$ cat config.mk
export PLATFORM = sky130hd
export DESIGN_NAME = linked_signal_ctrl
export DESIGN_NICKNAME = d
export VERILOG_FILES = /design/src/rtl/sig_pkg.sv /design/src/rtl/light_seq.sv /design/src/rtl/timer_subr.sv /design/src/rtl/timer_gated.sv /design/src/rtl/linked_signal_ctrl.sv
export SDC_FILE = /design/constraint.sdc
export NUM_CORES = 1
export LEC_CHECK = 0
export BUFFER_PORTS_ARGS = -buffer_cell sky130_fd_sc_hd__buf_2
export CORE_MARGIN = 2
export CORE_UTILIZATION = 40
export DETAILED_ROUTE_END_ITERATION = 10
export HOLD_SLACK_MARGIN = 0.1
export PLACE_DENSITY_LB_ADDON = 0.1
export SLEW_MARGIN = 20
export SYNTH_ARGS = -nofsm -noshare
export SYNTH_HDL_FRONTEND = slang
export SYNTH_SLANG_ARGS = --single-unit
$ cat constraint.sdc
create_clock -name clk_i -period 2.85 [get_ports clk_i]
set_input_delay 0.57 -clock clk_i [delete_from_list [all_inputs] [get_ports clk_i]]
set_output_delay 0.57 -clock clk_i [all_outputs]
set_load 0.005 [all_outputs]
$ cat src/rtl/sig_pkg.sv
package sig_pkg;
  typedef enum logic {PH_MAJ = 1'b0, PH_MIN = 1'b1} phase_e;
  typedef enum logic {TMR_SUBR = 1'b0, TMR_GATED = 1'b1} tmr_style_e;
endpackage

$ cat src/rtl/light_seq.sv
module light_seq
  import sig_pkg::*;
(
  input  logic   clk_i,
  input  logic   rst_ni,
  input  logic   car_i,
  input  logic   done_i,
  output logic   start_o,
  output logic   run_o,
  output phase_e phase_o,
  output logic   maj_grn_o,
  output logic   maj_red_o,
  output logic   min_grn_o,
  output logic   min_red_o
);
  phase_e phase_q, phase_d;

  always_comb begin
    phase_d = phase_q;
    start_o = 1'b0;
    unique case (phase_q)
      PH_MAJ: if (car_i) begin
        start_o = 1'b1;  // conditional output, same edge as the move
        phase_d = PH_MIN;
      end
      PH_MIN: if (done_i) phase_d = PH_MAJ;
      default: phase_d = PH_MAJ;
    endcase
  end

  always_ff @(posedge clk_i or negedge rst_ni)
    if (!rst_ni) phase_q <= PH_MAJ;
    else         phase_q <= phase_d;

  assign run_o     = (phase_q == PH_MIN);
  assign phase_o   = phase_q;
  assign maj_grn_o = (phase_q == PH_MAJ);
  assign maj_red_o = (phase_q == PH_MIN);
  assign min_grn_o = (phase_q == PH_MIN);
  assign min_red_o = (phase_q == PH_MAJ);

  assert_accept_R2: assert property (@(posedge clk_i) disable iff (!rst_ni)
    (phase_q == PH_MAJ && car_i) |=> (phase_q == PH_MIN));
  assert_hold_maj_R3: assert property (@(posedge clk_i) disable iff (!rst_ni)
    (phase_q == PH_MAJ && !car_i) |=> (phase_q == PH_MAJ));
  assert_hold_min_R5: assert property (@(posedge clk_i) disable iff (!rst_ni)
    (phase_q == PH_MIN && !done_i) |=> (phase_q == PH_MIN));
  assert_one_green_R6: assert property (@(posedge clk_i) disable iff (!rst_ni)
    !(maj_grn_o && min_grn_o) && (maj_grn_o ^ maj_red_o) && (min_grn_o ^ min_red_o));
endmodule

$ cat src/rtl/timer_subr.sv
module timer_subr #(
  parameter int COUNT_LEN = 256,
  localparam int CW = $clog2(COUNT_LEN)
) (
  input  logic clk_i,
  input  logic rst_ni,
  input  logic start_i,
  output logic done_o
);
  localparam logic [CW-1:0] LAST = CW'(COUNT_LEN - 1);

  logic          busy_q;
  logic [CW-1:0] cnt_q;

  always_ff @(posedge clk_i or negedge rst_ni)
    if (!rst_ni) begin
      busy_q <= 1'b0;
      cnt_q  <= '0;
    end else if (!busy_q) begin
      if (start_i) begin
        busy_q <= 1'b1;
        cnt_q  <= '0;
      end
    end else if (cnt_q == LAST) begin
      busy_q <= 1'b0;
      cnt_q  <= '0;
    end else begin
      cnt_q <= cnt_q + 1'b1;
    end

  assign done_o = busy_q && (cnt_q == LAST);

  assert_no_restart_R5: assert property (@(posedge clk_i) disable iff (!rst_ni)
    busy_q |-> !start_i);
  assert_idle_after_done_R8: assert property (@(posedge clk_i) disable iff (!rst_ni)
    done_o |=> !busy_q);
  assert_idle_waits_R8: assert property (@(posedge clk_i) disable iff (!rst_ni)
    (!busy_q && !start_i) |=> !busy_q);
endmodule

$ cat src/rtl/timer_gated.sv
module timer_gated #(
  parameter int COUNT_LEN = 256,
  localparam int CW = $clog2(COUNT_LEN)
) (
  input  logic clk_i,
  input  logic rst_ni,
  input  logic en_i,
  output logic done_o
);
  localparam logic [CW-1:0] LAST = CW'(COUNT_LEN - 1);

  logic [CW-1:0] cnt_q;

  always_ff @(posedge clk_i or negedge rst_ni)
    if (!rst_ni)    cnt_q <= '0;
    else if (en_i)  cnt_q <= (cnt_q == LAST) ? '0 : cnt_q + 1'b1;

  assign done_o = en_i && (cnt_q == LAST);

  assert_wrap_R8: assert property (@(posedge clk_i) disable iff (!rst_ni)
    done_o |=> (cnt_q == '0));
  assert_frozen_R8: assert property (@(posedge clk_i) disable iff (!rst_ni)
    !en_i |=> $stable(cnt_q));
endmodule

$ cat src/rtl/linked_signal_ctrl.sv
module linked_signal_ctrl
  import sig_pkg::*;
#(
  parameter int         COUNT_LEN   = 256,
  parameter tmr_style_e TIMER_STYLE = TMR_SUBR,
  localparam int LW = $clog2(COUNT_LEN + 1)
) (
  input  logic clk_i,
  input  logic rst_ni,
  input  logic car_i,
  output logic maj_grn_o,
  output logic maj_red_o,
  output logic min_grn_o,
  output logic min_red_o
);
  logic   start_w, run_w, done_w;
  phase_e phase_w;

  light_seq u_seq (
    .clk_i, .rst_ni, .car_i,
    .done_i   (done_w),
    .start_o  (start_w),
    .run_o    (run_w),
    .phase_o  (phase_w),
    .maj_grn_o, .maj_red_o, .min_grn_o, .min_red_o
  );

  generate
    if (TIMER_STYLE == TMR_SUBR) begin : g_subr
      timer_subr #(.COUNT_LEN(COUNT_LEN)) u_tmr (
        .clk_i, .rst_ni, .start_i(start_w), .done_o(done_w)
      );
    end else begin : g_gated
      timer_gated #(.COUNT_LEN(COUNT_LEN)) u_tmr (
        .clk_i, .rst_ni, .en_i(run_w), .done_o(done_w)
      );
    end
  endgenerate

  // minor-green run length, kept only for the interval check
  logic [LW-1:0] len_q;
  always_ff @(posedge clk_i or negedge rst_ni)
    if (!rst_ni)        len_q <= '0;
    else if (min_grn_o) len_q <= len_q + 1'b1;
    else                len_q <= '0;

  assert_interval_R4: assert property (@(posedge clk_i) disable iff (!rst_ni)
    $fell(min_grn_o) |-> (len_q == LW'(COUNT_LEN)));
  assert_done_only_min_R4: assert property (@(posedge clk_i) disable iff (!rst_ni)
    done_w |-> (phase_w == PH_MIN));
  assert_no_start_in_run_R5: assert property (@(posedge clk_i) disable iff (!rst_ni)
    run_w |-> !start_w);
endmodule

==> results.md, run 1 <==
- Outcome: completed
- Switching share of power: 0.3444
- Setup Viol. Count Final: 0
- Critical path buffer and inverter count: 0
- Post-route clock skew: 2.610 ps
- Peak VDD IR: 0.3304 mV
- TNS Setup: 0 ps
- Top-area cell type share of the netlist area: 0.4751
- Comb pwr share: 0.255
- Initial core utilization: 0.4152
- Final hold viol count: 0
- Ports: 7
- Final period util: 0.5161
- Maximum buffer depth of the clock tree: 2
- Clk root buf: clkbuf_4
- Post-synth cell types: 23
- Post-synthesis sequential area ratio: 0.4751
- R2r startpoint: g_subr.u_tmr.cnt_q[0]
- Placed cells: 70
- Core ar.: 0.001269 mm²
- Ys Warns: 0
- Antenna violations before repair: 0
- Clock power share: 0.262
- Synthesized netlist cell count: 52
- Clk sink count: 10
- Clock slew at reported path FFs: 70 ps
- FF+latch count, synth: 10
- Sequential power share: 0.483
- Global routing's busiest layer: met2
- Met1 Resource Use GR: 0.2287
- Post-Synth Simple-Gate Area: 0.1805
- Worst Path Required: 2970 ps
- Drt total wl: 1031 µm
- Commonest cells in the netlist: dfrtp_1, nand3_1, o21ai_0
- IO Port Bufs: 6
- Max Clock Freq: 679.8 MHz
- Final worst slack: 1379 ps
- Vias/cell: 5.703
- Worst min path class: input port to async pin
- CTS tree: done
- Drt wl/cell: 13.93 µm
- Max cap viols: 0
- Fin crit period: 1471 ps
- Mux cell area share after synthesis: 0
- Least-Margin Pin Slew: 388.3 ps
- Cell taking the most area after synthesis: dfrtp_1
- R2R Setup Slk: 1380 ps
- Die Height: 40.29 µm
- Share of cells above drive strength 1: 0.2373
- P per Cell Area: 828.6 mW/mm²
- CP Launch Type: flop
- Final ANT Viol Nets: 0
- Inserted Clock Buffers: 3
- CTS resizes: 0
- Delay-heaviest family, CP: compound AO/OA/AOI/OAI gates
- Fin nets: 64
- GRT overflow: 0
- GR Util met2: 0.2298
- Number of H-tree levels: 1
- HPWL Detailed: 766.2 µm
- Number of flops mapped to enable cells by yosys: 0
- Die area: 0.001623 mm²
- DRC: 0
- Syn Std Cell Area: 526.8 µm²
- Max Slew Vio Count: 0
- Setup crit end kind: flop
- Largest family of logic cells by synthesized area: compound AO/OA/AOI/OAI gates
- Largest net degree at the start of global routing: 11
- Final Util: 0.4645
- Total Power: 0.0004883 W
- Synth Area in Compound Gates: 0.2185
- First-pass GRT wire length: 1690 µm
- FP Rows: 13
- FFs w/ async S/R, synth: 1.000
- LEAKAGE: 0.2485 nW
- Worst-skew pair later-pin latency: 260 ps
- Total number of vias: 422
- Synthesis-to-layout area growth: 11.88%
- Number of diodes: 0
- Top FF cell, synth: dfrtp_1
- GRT Total Usage: 0.1642
- CP cell instances: ha_1, nand3_1, o31ai_2, o211ai_1
- Unrepaired setup endpoints after global routing: false
- Vias in the first global route: 363
- Synth Area in Adders: 0.02375
- WP data arrival: 1600 ps
- DR iter-0 viols: 10
- WS Path Type: flop to flop
- Non-filler cells, final: 74
- Synth Area in XOR/XNOR: 0.03325
- Most frequent cell after synthesis: dfrtp_1
- Grt met3 use: 0.03333
- Crit path max fanout: 5
- Slew margin rel.: 0.7396
- Slowest stage delay, CP: 400 ps
- Drt pass-1 iters: 4
- Switch Pwr: 0.0001682 W
- Pre-CTS WS: 1381 ps
- Ranking of synthesized cells by area: dfrtp_1, nand3_1, a22o_1
- # Post-CTS Setup Buffers: 0
- Max stage delay cell, worst path: dfrtp_1
- DIE WIDTH: 40.29 µm
- Hold Buf Count CTS: 0
- Worst Setup SP: g_subr.u_tmr.cnt_q[0]
- Syn_area_per_cell: 10.13 µm²
- Mapped Nets: 56
- Gp weighted congestion: 0.7725
- Internal power: 0.0003201 W
-- power groups by stage --
stage	logic [W]	registers [W]	clock network, W
floorplan	0.000108	0.000221	0
global placement	0.000121	0.000236	0
detailed placement	0.000124	0.000238	0
CTS	0.000127	0.000235	0.000130
global route	0.000141	0.000244	0.000139
finish	0.000125	0.000236	0.000128
-- state kept, by name, summed over array words and instances, names as in the netlist --
signal	count
u_seq.maj_red_o	1
g_subr.u_tmr.busy_q	1
g_subr.u_tmr.cnt_q	8
-- routing by layer --
layer | vias to the layer above | part of all wire
met1 | 202 | 0.48
met4 | 0 | 0.0048
met5 | - | 0
met3 | 2 | 0.043
li1 | 208 | -
met2 | 10 | 0.47
-- cell usage in the layout (no fill, tap or decap), types with 2 or more instances in the layout --
cell type,count
o211ai_1,3
nand3_1,6
clkbuf_4,3
or4_1,2
a22o_1,3
nand2_1,4
o21ai_0,5
buf_2,6
dfrtp_1,10
inv_1,2
-- kinds of logic after synthesis --
logic type / Yosys count
AOI/OAI and AO/OA: 16
xor gates and xnor gates: 2
adders and majority gates: 1
buffers and inverters: 6
DFF: 10
and+or+nand+nor: 17
-- cell type report --
| cell class | instances | area, µm² |
|---|---|---|
| Sequential cell | 10 | 250.2 |
| Clock buffer | 4 | 36.28 |
| Multi-Input combinational cell | 36 | 240.2 |
| Inverter | 3 | 13.76 |
| Timing Repair Buffer | 6 | 30.03 |
| Tap cell | 15 | 18.77 |
| Fill cell | 129 | 679.4 |
-- through the flow --
stage                     hold slack [ps]  instance area (µm²)
after floorplan                     274.4                526.8
after global placement              435.6                553.0
after detailed placement            442.2                553.0
after CTS                           158.7                589.3
after global routing                160.7                589.3
final                               153.1                589.3
-- worst register-to-register path, stage by stage, from the launching register on --
cell and delay [ps]:
dfrtp_1 400, ha_1 220, nand3_1 160, o31ai_2 380, o211ai_1 170
-- path summary, 6_finish.rpt --
| kind | end | depth (start not counted) |
|---|---|---|
| min in group clk_i | g_subr.u_tmr.cnt_q[6] | 1 |
| hold reg to reg | g_subr.u_tmr.cnt_q[6] | 1 |
| setup reg to reg | g_subr.u_tmr.cnt_q[7] | 4 |
| setup / recovery | g_subr.u_tmr.cnt_q[7] | 4 |
| hold / removal | u_seq.maj_red_o | 1 |
| max in group asynchronous | g_subr.u_tmr.cnt_q[1] | 1 |
Power figures use the tool's default switching activity.
==> run 2: changes to the inputs <==
==> constraint.sdc (replaced) <==
create_clock -name clk_i -period 1.4 [get_ports clk_i]
set_input_delay 0.28 -clock clk_i [delete_from_list [all_inputs] [get_ports clk_i]]
set_output_delay 0.28 -clock clk_i [all_outputs]
set_load 0.005 [all_outputs]
==> run 2 against run 1 <==
  * Via count is 8.5% higher
  * Final area up 8.1%
  * Sequential power up 93%
  * Global-route usage decreased by 0.27 points
  * Combinational power rose to 2.8 times the previous value
  * Worst hold slack gained 240 ps
  * Fmax rose by 14%
  * Final cell count grew 8.1%
  * First-iteration DRC count is 10% lower
  * Clock-buffer cell count unchanged
  * Utilization increased by 3.7 points
==> results.md, run 2 (synthesized netlist as in run 1, its figures left out) <==
- Post-route clock skew: 1.364 ps (-1.246 ps)
- Clk root buf: clkbuf_4
- Commonest non-fill, non-tap cell in the layout: dfrtp_1
- WS Path Type: flop to flop
- Max Clock Freq: 773.4 MHz (+14%)
- CTS resizes: 0 (unchanged)
- Grt met3 use: 0.03889 (+0.005556)
- Peak VDD IR: 0.6459 mV (+95%)
- Gp weighted congestion: 0.7473 (-3.3%)
- Outcome: completed
- Pre-CTS WS: 115.2 ps (-1266 ps)
- Final worst slack: 107.0 ps (-1272 ps)
- Antenna violations before repair: 0 (unchanged)
- Number of diodes: 0 (unchanged)
- TNS Setup: 0 ps (unchanged)
- CP Launch Type: flop
- Setup crit end kind: flop
- Die Height: 40.29 µm (unchanged)
- DRC: 0 (unchanged)
- Core ar.: 0.001269 mm² (unchanged)
- Setup Viol. Count Final: 0 (unchanged)
- Fin nets: 70 (+9.4%)
- DR iter-0 viols: 9 (-1)
- Drt pass-1 iters: 4 (unchanged)
- Met1 Resource Use GR: 0.1864 (-0.04223)
- Initial core utilization: 0.4152 (unchanged)
- Number of H-tree levels: 1 (unchanged)
- Unrepaired setup endpoints after global routing: false
- DIE WIDTH: 40.29 µm (unchanged)
- GR Util met2: 0.2540 (+0.02419)
- GRT overflow: 0 (unchanged)
- Synthesis-to-layout area growth: 20.90%
- FP Rows: 13 (unchanged)
- Inserted Clock Buffers: 3 (unchanged)
- Largest net degree at the start of global routing: 11 (unchanged)
- Share of cells above drive strength 1: 0.2923 (+0.05502)
- Drt total wl: 1057 µm (+2.5%)
- Hold_ws: 389.8 ps (+236.6 ps)
- P per Cell Area: 1669 mW/mm² (+100%)
- Total number of vias: 458 (+8.5%)
- Biggest register: g_subr.u_tmr.cnt_q
- IO Port Bufs: 6 (unchanged)
- Worst Path Required: 1530 ps (-1440 ps)
- Final hold viol count: 0 (unchanged)
- Final ANT Viol Nets: 0 (unchanged)
- Worst-skew pair later-pin latency: 260 ps (about the same)
- Worst min path class: input port to flop
- LEAKAGE: 0.2763 nW (+11%)
- First-pass GRT wire length: 1676 µm (-0.83%)
- Max Slew Vio Count: 0 (unchanged)
- Maximum buffer depth of the clock tree: 2 (unchanged)
- WP data arrival: 1420 ps (-180 ps)
- GRT Total Usage: 0.1615 (-0.002685)
- Vias in the first global route: 421 (+16%)
- Most frequent cells in the layout: dfrtp_1, nand3_1, buf_2
- Largest register FFs: 8 (unchanged)
- HPWL Detailed: 794.2 µm (+3.7%)
- Slew margin rel.: 0.7441 (+0.004477)
- Clock slew at reported path FFs: 70 ps (about the same)
- Final period util: 0.9235 (+0.4074)
- Ports: 7 (unchanged)
- Fin crit period: 1293 ps (-178.0 ps)
- Crit path max fanout: 6 (+1)
- Vias/cell: 5.725 (+0.39%)
- Max cap viols: 0 (unchanged)
- Die area: 0.001623 mm² (unchanged)
- Global routing's busiest layer: met2
- Drt wl/cell: 13.21 µm (-5.2%)
- Least-Margin Pin Slew: 381.6 ps (-6.677 ps)
- Clk sink count: 10 (unchanged)
- CTS tree: done
==> run 2: cell count changes in the layout (fill, tap and decap cells not counted) <==
| cell | delta |
|---|---|
| dlygate4sd3_1 | +1 |
| buf_4 | +5 |
==> run 2: power breakdown <==
part	leakage [nW]	switching [W]	internal, W
clock network	0.0210	0.000101	0.000158
registers	0.124	0.0000877	0.000368
logic	0.131	0.000166	0.000182
==> run 2: layout make-up <==
| type | count | area (µm²) |
|---|---|---|
| Sequential cell | 10 | 250.2 |
| Multi-Input combinational cell | 36 | 240.2 |
| Clock buffer | 4 | 36.28 |
| Tap cell | 15 | 18.77 |
| Inverter | 3 | 13.76 |
| Timing Repair Buffer | 12 | 77.57 |
| Fill cell | 116 | 631.9 |
==> run 2: worst max-delay path: stages (launching register included) <==
cell and delay [ps]:
dfrtp_1 450, nand2_2 130, o31ai_2 410, o211ai_1 160
==> run 2: metrics by stage <==
step | power (W) | cells | cell area [µm²] | utilization
floorplan | 0.0006699 | 52 | 526.8 | -
finish | 0.001063 | 80 | 636.9 | 0.5020
detailed placement | 0.0007860 | 74 | 583.1 | 0.4596
global placement | 0.0007682 | 74 | 583.1 | 0.4596
global route | 0.001146 | 80 | 636.9 | 0.5020
CTS | 0.001051 | 79 | 629.4 | 0.4961
==> run 2: final timing paths <==
kind,slack [ps],cells after the start,to,startpoint
max,110,3,g_subr.u_tmr.cnt_q[3],g_subr.u_tmr.cnt_q[3]
min,390,3,u_seq.maj_red_o,car_i
max reg2reg,110,3,g_subr.u_tmr.cnt_q[3],g_subr.u_tmr.cnt_q[3]
min reg2reg,510,1,g_subr.u_tmr.cnt_q[6],g_subr.u_tmr.cnt_q[6]
max in group asynchronous,810,2,g_subr.u_tmr.cnt_q[1],rst_ni
min in group asynchronous,400,2,g_subr.u_tmr.cnt_q[6],rst_ni
==> run 2: what timing repair did <==
action,CTS,global route
hold buffers,1,0
setup buffers,0,1
endpoints found under the setup margin,0,7
endpoints found under the hold margin,10,0
==> run 2: layer usage <==
layer  up-vias  part of all wire
met1       219              0.44
li1        222                 -
met5         -                 0
met4         0             0.012
met3         2             0.048
met2        15              0.49
==> run 3: changes to the inputs <==
--- a/config.mk
+++ b/config.mk
@@ -5,6 +5,7 @@
 export SDC_FILE = /design/constraint.sdc
 export NUM_CORES = 1
 export LEC_CHECK = 0
+export ABC_AREA = 1
 export BUFFER_PORTS_ARGS = -buffer_cell sky130_fd_sc_hd__buf_2
 export CORE_MARGIN = 2
 export CORE_UTILIZATION = 40
@@ -15,3 +16,4 @@
 export SYNTH_ARGS = -nofsm -noshare
 export SYNTH_HDL_FRONTEND = slang
 export SYNTH_SLANG_ARGS = --single-unit
+export TNS_END_PERCENT = 20
==> run 3 against run 2 <==
  * Final cell count increased by 26%
  * Worst setup slack improved by 50 ps
  * Clock skew increased by 7.4 ps
  * Critical endpoint is now u_seq.maj_red_o
  * Largest power group unchanged
==> results.md, run 3 <==
- Outcome: completed
- Synthesis-to-layout area growth: 14.00%
- Fin crit period: 1243 ps (-49.97 ps)
- Max Clock Freq: 804.5 MHz (+4.0%)
- Synthesized netlist cell count: 77 (+48%)
- Drt pass-1 iters: 3 (-1)
- # Post-CTS Setup Buffers: 0 (unchanged)
- Max Slew Vio Count: 0 (unchanged)
- Fin nets: 91 (+30%)
- Total number of vias: 474 (+3.5%)
- Max cap viols: 0 (unchanged)
- Number of diodes: 0 (unchanged)
- Commonest non-fill, non-tap cell in the layout: nand2_1
- Hold Buf Count CTS: 1 (unchanged)
- Least-Margin Pin Slew: 230.4 ps (-151.2 ps)
- Core ar.: 0.001318 mm² (+3.8%)
- Cells on worst reg2reg path: 6 (+3)
- CP Launch Type: flop
- FFs w/ async S/R, synth: 1.000 (unchanged)
- Drt total wl: 1048 µm (-0.85%)
- Internal power: 0.0004502 W (-36%)
- Ys Warns: 0 (unchanged)
- Number of flops mapped to enable cells by yosys: 0 (unchanged)
- Mapped Nets: 81 (+45%)
- Die area: 0.001748 mm² (+7.7%)
- Vias/cell: 4.693 (-18%)
- First-pass GRT wire length: 1863 µm (+11%)
- Switch Pwr: 0.0001022 W (-71%)
- WS Path Type: flop to flop
- DRC: 0 (unchanged)
- Switching share of power: 0.1850 (-0.1489)
- Top-area cell type share of the netlist area: 0.4376 (-0.03742)
- FF+latch count, synth: 10 (unchanged)
- Crit path max fanout: 5 (-1)
- Clk sink count: 10 (unchanged)
- Final ANT Viol Nets: 0 (unchanged)
- Maximum buffer depth of the clock tree: 2 (unchanged)
- Biggest register: g_subr.u_tmr.cnt_q
- Worst Path Required: 1530 ps (about the same)
- Clock slew at reported path FFs: 60 ps (about the same)
- Total placed instance area: 605.6 µm² (+3.9%)
- Most frequent cell after synthesis: nand2_1
- R2R Setup Slk: 160 ps (+50 ps)
- Final hold viol count: 0 (unchanged)
- CTS resizes: 0 (unchanged)
- Worst min path class: input port to flop
- Antenna violations before repair: 0 (unchanged)
- Largest net degree at the start of global routing: 11 (unchanged)
- R2r startpoint: g_subr.u_tmr.cnt_q[0]
- Ports: 7 (unchanged)
- Die Height: 41.81 µm (+3.8%)
- Comb pwr share: 0.017 (-0.310)
- Worst Setup SP: g_subr.u_tmr.cnt_q[0]
- DIE WIDTH: 41.81 µm (+3.8%)
- Syn_area_per_cell: 7.426 µm² (-27%)
- Design Area, Final: 651.9 µm² (+2.4%)
- Crit path to: u_seq.maj_red_o
- Fill count: 130 (+12%)
- Final Util: 0.4948 (-0.007195)
- Gp weighted congestion: 0.8076 (+8.1%)
- FP Rows: 13 (unchanged)
- DR iter-0 viols: 4 (-5)
- CTS tree: done
- HPWL Detailed: 823.3 µm (+3.7%)
- Peak VDD IR: 0.5066 mV (-22%)
- Most frequent cells in the layout: nand2_1, inv_1, dfrtp_1
- Ranking of synthesized cells by area: dfrtp_1, nand2_1, inv_1
- Top FF cell, synth: dfrtp_1
- WP data arrival: 1380 ps (-40 ps)
- GRT Total Usage: 0.1423 (-0.01914)
- Inserted Clock Buffers: 3 (unchanged)
- Post-route clock skew: 8.746 ps (+7.382 ps)
- Worst-skew pair later-pin latency: 260 ps (about the same)
- Hold Crit Start: car_i
- Clk root buf: clkbuf_4
- Setup crit end kind: flop
- Number of H-tree levels: 1 (unchanged)
- Slew margin rel.: 0.8451 (+0.1010)
- IO Port Bufs: 6 (unchanged)
- TNS Setup: 0 ps (unchanged)
- Final period util: 0.8879 (-0.03569)
- Initial core utilization: 0.4340 (+0.01881)
- Sequential power share: 0.523 (+0.094)
- Commonest cells in the netlist: nand2_1, inv_1, dfrtp_1
- P per Cell Area: 847.5 mW/mm² (-49%)
- Cell taking the most area after synthesis: dfrtp_1
- Post-synth cell types: 17 (-26%)
- Setup Viol. Count Final: 0 (unchanged)
- GRT overflow: 0 (unchanged)
- Unrepaired setup endpoints after global routing: false
- Syn Std Cell Area: 571.8 µm² (+8.6%)
- Drt wl/cell: 10.38 µm (-21%)
- Vias in the first global route: 430 (+2.1%)
- LEAKAGE: 0.3423 nW (+24%)
- Largest register FFs: 8 (unchanged)
- Share of cells above drive strength 1: 0.2209 (-0.07138)
- Hold_ws: 308.8 ps (-81.02 ps)
- Reg-to-Reg End: u_seq.maj_red_o
- Post-synthesis sequential area ratio: 0.4376 (-0.03742)
- Clock power share: 0.460 (+0.216)
-- run 3: final cells by class --
type,instances,area [µm²],area share
inverter,12,45.04,0.06910
clock buffer,4,36.28,0.05566
multi-input combinational,52,254.0,0.3896
timing repair buffer,8,47.55,0.07294
tap,15,18.77,0.02879
sequential,10,250.2,0.3839
-- run 3: cells by family (layout without fill, tap and decap cells) --
| group | count (synthesis) | after routing | synth area share |
|---|---|---|---|
| AO/OA/AOI/OAI | 9 | 9 | 0.08972 |
| XOR/XNOR | 1 | 1 | 0.01532 |
| adder cells (fa/ha/maj) | 1 | 1 | 0.02188 |
| buffers and inverters | 15 | 24 | 0.1182 |
| flip-flops | 10 | 10 | 0.4376 |
| AND/OR/NAND/NOR | 41 | 41 | 0.3173 |
-- run 3: how the worst min path moves through the flow --
stage                             to  slack [ps]  cells past startpoint
5_1_grt              u_seq.maj_red_o         340                      3
3_5_place_dp   g_subr.u_tmr.cnt_q[6]         150                      1
3_3_place_gp   g_subr.u_tmr.cnt_q[6]         150                      1
4_1_cts              u_seq.maj_red_o         300                      3
2_1_floorplan    g_subr.u_tmr.busy_q         -20                      0
6_report             u_seq.maj_red_o         310                      3
-- run 3: worst max-delay path, cell delays in order, from the launching register on --
cell	delay, ps
dfrtp_1	390
ha_1	200
nand2_2	90
nor2_2	120
nand2_2	90
nor2_1	140
o21ai_0	100
-- run 3: power groups by stage --
stage	clock, W	sequential (W)	combinational, W
2_1_floorplan	0	0.000294	0.000000000175
3_3_place_gp	0	0.000294	0.00000818
3_5_place_dp	0	0.000294	0.00000811
5_1_grt	0.000279	0.000289	0.0000120
4_1_cts	0.000270	0.000289	0.0000103
6_report	0.000254	0.000289	0.00000961
-- run 3: layer usage --
layer,GRT usage,vias to the layer above,wire (µm)
li1,-,258,-
met1,0.1984,210,533
met2,0.1969,4,468
met3,0.06522,2,36
met4,0.03871,0,10
met5,0,-,0
-- run 3: per-stage QoR --
step                total power (W)  instances  setup slack [ps]
floorplan                 0.0002944         77             291.6
global placement          0.0003025         96             164.1
detailed placement        0.0003024         96             162.9
CTS                       0.0005687        101             155.8
global route              0.0005793        101             34.32
finish                    0.0005525        101             157.0
